==> src/rtl/pmtick_pkg.sv <==
package pmtick_pkg;

    typedef enum logic [1:0] {
        SZ_BYTE = 2'd0,
        SZ_HALF = 2'd1,
        SZ_WORD = 2'd2,
        SZ_WIDE = 2'd3
    } acc_size_e;

    localparam int EVT_W   = 16;
    localparam int BIT_TMR = 0;
    localparam int BIT_PWR = 5;
    localparam int BIT_GBL = 8;

    localparam logic [EVT_W-1:0] SCI_SRC_MASK =
        EVT_W'((1 << BIT_TMR) | (1 << BIT_PWR) | (1 << BIT_GBL));

    typedef struct packed {
        logic [EVT_W-1:0] en;
        logic [EVT_W-1:0] sts;
    } evt_state_t;

    function automatic logic [2:0] size_bytes(input acc_size_e s);
        case (s)
            SZ_BYTE: return 3'd1;
            SZ_HALF: return 3'd2;
            default: return 3'd4;
        endcase
    endfunction

endpackage

==> src/rtl/pmtick_rate_gen.sv <==
module pmtick_rate_gen #(
    parameter int          TMR_W = 32,
    parameter logic [63:0] SCALE = 64'h0000_0000_1253_0A78
) (
    input  logic             clk,
    input  logic             rst_n,
    output logic [TMR_W-1:0] count_o,
    output logic             msb_flip_o
);
    localparam int               FRAC_W    = 32;
    localparam logic [FRAC_W-1:0] FRAC_STEP = SCALE[FRAC_W-1:0];
    localparam logic [TMR_W-1:0]  INT_STEP  = TMR_W'(SCALE >> FRAC_W);

    typedef struct packed {
        logic [FRAC_W-1:0] frac;
        logic [TMR_W-1:0]  cnt;
    } rate_state_t;

    rate_state_t st_d, st_q;
    logic [FRAC_W:0] sum_d;

    always_comb begin
        sum_d      = {1'b0, st_q.frac} + {1'b0, FRAC_STEP};
        st_d.frac  = sum_d[FRAC_W-1:0];
        st_d.cnt   = st_q.cnt + INT_STEP + TMR_W'(sum_d[FRAC_W]);
        msb_flip_o = st_d.cnt[TMR_W-1] != st_q.cnt[TMR_W-1];
    end

    always_ff @(posedge clk) begin
        if (!rst_n) st_q <= '0;
        else        st_q <= st_d;
    end

    assign count_o = st_q.cnt;

    // the count only ever moves by the integer step or one more
    p_step_bounded_r2: assert property (@(posedge clk) disable iff (!rst_n)
        ((count_o - $past(count_o)) == INT_STEP) ||
        ((count_o - $past(count_o)) == INT_STEP + TMR_W'(1)));

endmodule

==> src/rtl/pmtick_port.sv <==
module pmtick_port
    import pmtick_pkg::*;
#(
    parameter int                ADDR_W   = 16,
    parameter logic [ADDR_W-1:0] EVT_BASE = 16'h0400,
    parameter logic [ADDR_W-1:0] TMR_BASE = 16'h0408
) (
    input  logic              bus_valid,
    input  logic              bus_write,
    input  logic [ADDR_W-1:0] bus_addr,
    input  logic [1:0]        bus_size,
    input  logic [31:0]       bus_wdata,
    output logic [3:0]        lane_we,
    output logic [31:0]       lane_wd,
    output logic              evt_rd_hit,
    output logic [1:0]        evt_off,
    output logic              tmr_rd_hit
);
    localparam int LANES = 4;

    logic [ADDR_W-1:0] delta;
    logic              evt_hit;
    logic [2:0]        nbytes;
    acc_size_e         sz;

    always_comb begin
        sz         = acc_size_e'(bus_size);
        delta      = bus_addr - EVT_BASE;
        evt_hit    = delta < ADDR_W'(LANES);
        evt_off    = delta[1:0];
        nbytes     = size_bytes(sz);
        evt_rd_hit = bus_valid && !bus_write && evt_hit;
        tmr_rd_hit = bus_valid && !bus_write && (bus_addr == TMR_BASE) &&
                     (nbytes == 3'd4);
    end

    for (genvar L = 0; L < LANES; L++) begin : g_lane
        logic [2:0]  rel;
        logic [31:0] shifted;
        always_comb begin
            rel        = 3'(L) - {1'b0, evt_off};
            shifted    = bus_wdata >> {rel, 3'b000};
            lane_we[L] = bus_valid && bus_write && evt_hit &&
                         ({1'b0, evt_off} <= 3'(L)) && (rel < nbytes);
            lane_wd[8*L +: 8] = shifted[7:0];
        end
    end

endmodule

==> src/rtl/pmtick_event_regs.sv <==
module pmtick_event_regs
    import pmtick_pkg::*;
(
    input  logic             clk,
    input  logic             rst_n,
    input  logic [3:0]       lane_we,
    input  logic [31:0]      lane_wd,
    input  logic             set_tmr,
    input  logic             set_pwr,
    input  logic             set_gbl,
    output logic [EVT_W-1:0] sts_o,
    output logic [EVT_W-1:0] en_o,
    output logic             sci_o
);
    evt_state_t ev_d, ev_q;

    always_comb begin
        ev_d = ev_q;
        // status lanes: write-one-to-clear
        if (lane_we[0]) ev_d.sts[7:0]  = ev_q.sts[7:0]  & ~lane_wd[7:0];
        if (lane_we[1]) ev_d.sts[15:8] = ev_q.sts[15:8] & ~lane_wd[15:8];
        // enable lanes: plain byte writes
        if (lane_we[2]) ev_d.en[7:0]   = lane_wd[23:16];
        if (lane_we[3]) ev_d.en[15:8]  = lane_wd[31:24];
        // sources last so a same-cycle set beats a clear
        if (set_tmr) ev_d.sts[BIT_TMR] = 1'b1;
        if (set_pwr) ev_d.sts[BIT_PWR] = 1'b1;
        if (set_gbl) ev_d.sts[BIT_GBL] = 1'b1;
    end

    always_ff @(posedge clk) begin
        if (!rst_n) ev_q <= '0;
        else        ev_q <= ev_d;
    end

    assign sts_o = ev_q.sts;
    assign en_o  = ev_q.en;
    assign sci_o = |(ev_q.en & ev_q.sts & SCI_SRC_MASK);

    // a clearing byte on lane 0 drops the timer flag when no set competes
    p_clear_lane0_r4: assert property (@(posedge clk) disable iff (!rst_n)
        (lane_we[0] && lane_wd[BIT_TMR] && !set_tmr) |=> !sts_o[BIT_TMR]);

    // only the three source positions ever hold a flag
    p_sts_confined_r4: assert property (@(posedge clk) disable iff (!rst_n)
        (sts_o & ~SCI_SRC_MASK) == '0);

    // writing only the low enable lane leaves the high lane alone
    p_en_lane_hold_r5: assert property (@(posedge clk) disable iff (!rst_n)
        (lane_we[2] && !lane_we[3]) |=> (en_o[15:8] == $past(en_o[15:8])));

    // set strobes win over any clear in the same cycle
    p_set_wins_r10: assert property (@(posedge clk) disable iff (!rst_n)
        (set_pwr || set_gbl) |=>
            ((!$past(set_pwr) || sts_o[BIT_PWR]) && (!$past(set_gbl) || sts_o[BIT_GBL])));

endmodule

==> src/rtl/pmtick_sci_top.sv <==
module pmtick_sci_top
    import pmtick_pkg::*;
#(
    parameter int                ADDR_W   = 16,
    parameter logic [ADDR_W-1:0] EVT_BASE = 16'h0400,
    parameter logic [ADDR_W-1:0] TMR_BASE = 16'h0408,
    parameter int                TMR_W    = 32,
    parameter longint            REF_HZ   = 50_000_000,
    parameter longint            TMR_HZ   = 3_579_545
) (
    input  logic              clk,
    input  logic              rst_n,
    input  logic              bus_valid,
    input  logic              bus_write,
    input  logic [ADDR_W-1:0] bus_addr,
    input  logic [1:0]        bus_size,
    input  logic [31:0]       bus_wdata,
    output logic [31:0]       bus_rdata,
    input  logic              set_pwrbtn,
    input  logic              set_global,
    output logic              sci
);
    localparam logic [63:0] SCALE = (64'(TMR_HZ) << 32) / 64'(REF_HZ);

    logic [TMR_W-1:0] tmr_count;
    logic             tmr_flip;
    logic [3:0]       lane_we;
    logic [31:0]      lane_wd;
    logic             evt_rd_hit, tmr_rd_hit;
    logic [1:0]       evt_off;
    logic [EVT_W-1:0] evt_sts, evt_en;
    logic [31:0]      evt_word, evt_shift;

    pmtick_rate_gen #(.TMR_W(TMR_W), .SCALE(SCALE)) u_rate (
        .clk        (clk),
        .rst_n      (rst_n),
        .count_o    (tmr_count),
        .msb_flip_o (tmr_flip)
    );

    pmtick_port #(.ADDR_W(ADDR_W), .EVT_BASE(EVT_BASE), .TMR_BASE(TMR_BASE)) u_port (
        .bus_valid  (bus_valid),
        .bus_write  (bus_write),
        .bus_addr   (bus_addr),
        .bus_size   (bus_size),
        .bus_wdata  (bus_wdata),
        .lane_we    (lane_we),
        .lane_wd    (lane_wd),
        .evt_rd_hit (evt_rd_hit),
        .evt_off    (evt_off),
        .tmr_rd_hit (tmr_rd_hit)
    );

    pmtick_event_regs u_evt (
        .clk     (clk),
        .rst_n   (rst_n),
        .lane_we (lane_we),
        .lane_wd (lane_wd),
        .set_tmr (tmr_flip),
        .set_pwr (set_pwrbtn),
        .set_gbl (set_global),
        .sts_o   (evt_sts),
        .en_o    (evt_en),
        .sci_o   (sci)
    );

    always_comb begin
        evt_word  = {evt_en, evt_sts};
        evt_shift = evt_word >> {evt_off, 3'b000};
        case (acc_size_e'(bus_size))
            SZ_BYTE: evt_shift = evt_shift & 32'h0000_00FF;
            SZ_HALF: evt_shift = evt_shift & 32'h0000_FFFF;
            default: ;
        endcase
        if (evt_rd_hit)      bus_rdata = evt_shift;
        else if (tmr_rd_hit) bus_rdata = 32'(tmr_count);
        else                 bus_rdata = '0;
    end

    // any change of the timer's top bit leaves the timer flag set
    p_msb_sets_flag_r3: assert property (@(posedge clk) disable iff (!rst_n)
        (tmr_count[TMR_W-1] != $past(tmr_count[TMR_W-1])) |-> evt_sts[BIT_TMR]);

endmodule

==> config.mk <==
export PLATFORM = sky130hd
export DESIGN_NAME = pmtick_sci_top
export DESIGN_NICKNAME = d
export VERILOG_FILES = /design/src/rtl/pmtick_pkg.sv /design/src/rtl/pmtick_rate_gen.sv /design/src/rtl/pmtick_port.sv /design/src/rtl/pmtick_event_regs.sv /design/src/rtl/pmtick_sci_top.sv
export SDC_FILE = /design/constraint.sdc
export NUM_CORES = 1
export LEC_CHECK = 0
export ABC_CLOCK_PERIOD_IN_PS = 5000
export BUFFER_PORTS_ARGS = -buffer_cell sky130_fd_sc_hd__buf_2
export CORE_AREA = 2 2 155 157
export CTS_BUF_LIST = sky130_fd_sc_hd__clkbuf_16
export CTS_CLUSTER_SIZE = 8
export DETAILED_ROUTE_END_ITERATION = 10
export DIE_AREA = 0 0 157 159
export GPL_TIMING_DRIVEN = 1
export PLACE_DENSITY = 0.49
export SLEW_MARGIN = 20
export SYNTH_ARGS = -nofsm -noshare
export SYNTH_HDL_FRONTEND = slang
export SYNTH_SLANG_ARGS = --single-unit
export TNS_END_PERCENT = 10
==> constraint.sdc <==
create_clock -name clk -period 5 [get_ports clk]
set_input_delay 1 -clock clk [delete_from_list [all_inputs] [get_ports clk]]
set_output_delay 1 -clock clk [all_outputs]
set_load 0.02 [all_outputs]
==> impl_metrics.yaml <==
yosys:
  syn_area_per_cell_sq_um: 8.832
  postSynthCellCount: 648
  synth_warnings: 0
  ys_ff_latch: 95
  syn-cell-area_sq_um: 5723
  synthesis.nets: 714
  yosysSeqAreaShare_pct: 33.23
  synth_edf_count: 0
  synth_top_area_share_pct: 33.23
  synth_ff_type: "dfxtp_1"
  yosysTopAreaCell: "dfxtp_1"
  async_flop_share_pct: 0
  yosys-top-cells-area: "dfxtp_1 33%, mux4_2 9.1%, mux2i_1 8.4%"
  ys_types: 64
sta:
  max_slew_margin_pct: 29.95
  setup_viol: 0
  final.min_clock_period_ps: 4091
  rsz0062_at_grt: "no"
  finalSetupTns_ps: 0
  holdWs_ps: 433.2
  worst_pin_slew_ps: 1048
  slew_viol_final: 0
  period_share_pct: 81.83
  fmax_mhz: 244.4
  fin_worst_skew_ps: 9.693
  finalWorstSetupSlack_ps: 908.7
  hold_viol: 0
clocking:
  cts_resized: 0
  cts_tree: "yes"
  clk_path_buf_depth: 2
  cts_setup_buffers: 0
  clock-sinks: 95
  numCtsBuffers: 9
  cts_max_level: 3
  clk_pin_slew_ps: 70
  cts_hold_buf: 0
  root_buffer: "clkbuf_16"
  clk_latency_ps: 340
detailed_routing:
  vias: 4983
  first_iter_violations: 312
  remaining_drc_errors: 0
  wirelength_um: 16220
  postRouteAntennaNets: 0
  dr.pass1.iters: 4
  avgViaCountPerCell: 4.787
  wl_per_cell_um: 15.58
setup_path:
  max_stage_delay_ps: 530
  critical_path_class: "primary input to output port"
  cpMostUsedCell: "buf_2"
  crit_start: "bus_addr[13]"
  crit_family: "simple AND/OR/NAND/NOR gates"
  rr_startpoint: "u_rate.st_q[36]"
  path_cells: "buf_2 -> nor4b_1 -> nand4_1 -> nor3_2 -> buf_4 -> a32o_1 -> buf_2"
  worstPathMaxFanout: 24
  worst-path-buf-inv: 3
  worstPathRequired_ps: 4000
  critPathLaunchType: "primary input"
  arrival_ps: 3090
  critPathSlowestCell: "nor3_2"
  end_kind: "output port"
power:
  power.leakage_uw: 0.002675
  p_comb_share_pct: 18.2
  seq_power_share_pct: 46.5
  ir_drop_uv: 113.8
  p_clk_share_pct: 35.3
  switchingPower_uw: 531.7
  p_int_uw: 1364
  switching_share_pct: 28.05
  pwr_density_cell_nw_per_um2: 280.0
floorplan:
  floorplan.initialDensity_pct: 24.68
  dieArea_sq_um: 24960
  die_h_um: 159
  io_pins: 89
  coreArea_sq_um: 23190
  die_width_um: 157
  rows: 56
global_route:
  antenna_found_initial: 0
  grt_pass1_wl_um: 25600
  grt_use_total_pct: 13.10
  grt_pass1_vias: 4598
  grt_max_degree: 62
  grt_overflow: 0
place:
  gp_congestion: 0.7900
  dp.cells: 1027
  post-place-ws_ps: 893.0
  port_buffers: 88
  hpwl_um: 12210
final_layout:
  multi_input_area_sq_um: 3632
  fin_nets: 785
  drive_above_1_share_pct: 21.75
  fill_cells: 2484
  synthToLayoutAreaGrowth_pct: 18.26
  regArea_sq_um: 1902
  final_cells: 1041
  diodes: 0
job:
  max-cap-violations: 0
worst_hold_path:
  hold_start: "u_evt.sts_o[2]"
  worstHoldPathType: "flop to flop"
outcome:
  status: "completed"
==> kinds of logic after synthesis <==
| group | synth area share (%) |
|---|---|
| simple gates | 21.99 |
| compound gates | 13.80 |
| flops | 33.23 |
| mux | 19.02 |
| buf+inv | 3.498 |
| xor+xnor | 6.275 |
| fa+ha+maj | 2.186 |
==> worst min-delay path, stage by stage, from the launching register on <==
cell	delay, ps
dfxtp_1	310
nand2_1	50
a21oi_1	30
==> routing by layer <==
metal | vias to the layer above | GRT usage [%] | part of all wire (%)
met1 | 2403 | 17.31 | 47
met2 | 83 | 21.31 | 48
met4 | 0 | 5.296 | 2.1
met3 | 12 | 1.960 | 2.7
li1 | 2485 | - | -
met5 | - | 0 | 0
==> power groups by stage <==
stage | logic, uW | clock network [uW] | registers [uW]
6_report | 346 | 669 | 881
5_1_grt | 387 | 727 | 893
4_1_cts | 349 | 691 | 881
3_5_place_dp | 347 | 0 | 897
3_3_place_gp | 346 | 0 | 898
2_1_floorplan | 285 | 0 | 879
==> state kept, by name, indices dropped and copies added (netlist names) <==
name and flops:
u_evt.sts_o 16, u_evt.en_o 16, u_rate.count_o 32, u_rate.st_q 31
==> stage by stage <==
step | cell area [sq um] | total power [uW] | util (%)
after floorplan | 5723 | 1163 | -
after global placement | 6490 | 1244 | 27.98
after detailed placement | 6490 | 1244 | 27.98
after CTS | 6768 | 1922 | 29.18
after global routing | 6768 | 2007 | 29.18
final | 6768 | 1895 | 29.18
==> worst paths after layout <==
kind                        end  slack, ps  cells after the start
max                bus_rdata[4]        910                      7
min reg2reg      u_evt.sts_o[2]        430                      2
max reg2reg  u_rate.count_o[26]       1630                     11
min              u_evt.sts_o[2]        430                      2
==> Yosys cell counts (all sizes together) (6+ instances only) <==
cell and n:
a21oi 34, a22o 16, a32o 8, and2 6, buf 13, clkbuf 24, dfxtp 95, ha 10
inv 13, mux2 8, mux2i 48, mux4 23, nand2 92, nand2b 7, nand3 19, nand4 7
nor2 66, nor3 17, nor4 8, o21ai 27, or3 11, xnor2 26, xor2 15
==> cells in the final DEF (no fill, tap or decap), types with 4 or more instances in the layout <==
cell        n
o21ai_0    26
nand2_1    92
a21oi_1    34
and4_1      5
buf_2      88
dfxtp_1    95
xnor2_1    26
buf_4       9
mux2i_1    48
nand4b_1    4
mux4_2     23
nand4_1     7
a32o_1      8
inv_1      13
nand3_1    19
nor4_1      7
or3_1      10
nor3_1     15
and2_1      6
nand2b_1    7
xor2_1     15
a22o_1     16
nor2_1     66
mux2_2      8
ha_1       10
clkbuf_16   9
==> final cells by class <==
class / count / share of cell area [%]
Tap cell: 319 / 5.898
Clock buffer: 9 / 3.328
Timing Repair Buffer: 97 / 7.506
Inverter: 13 / 0.7210
Clock inverter: 5 / 0.7765
Sequential cell: 95 / 28.10
Multi-Input combinational cell: 503 / 53.67
(Power assumes the default switching activity.)
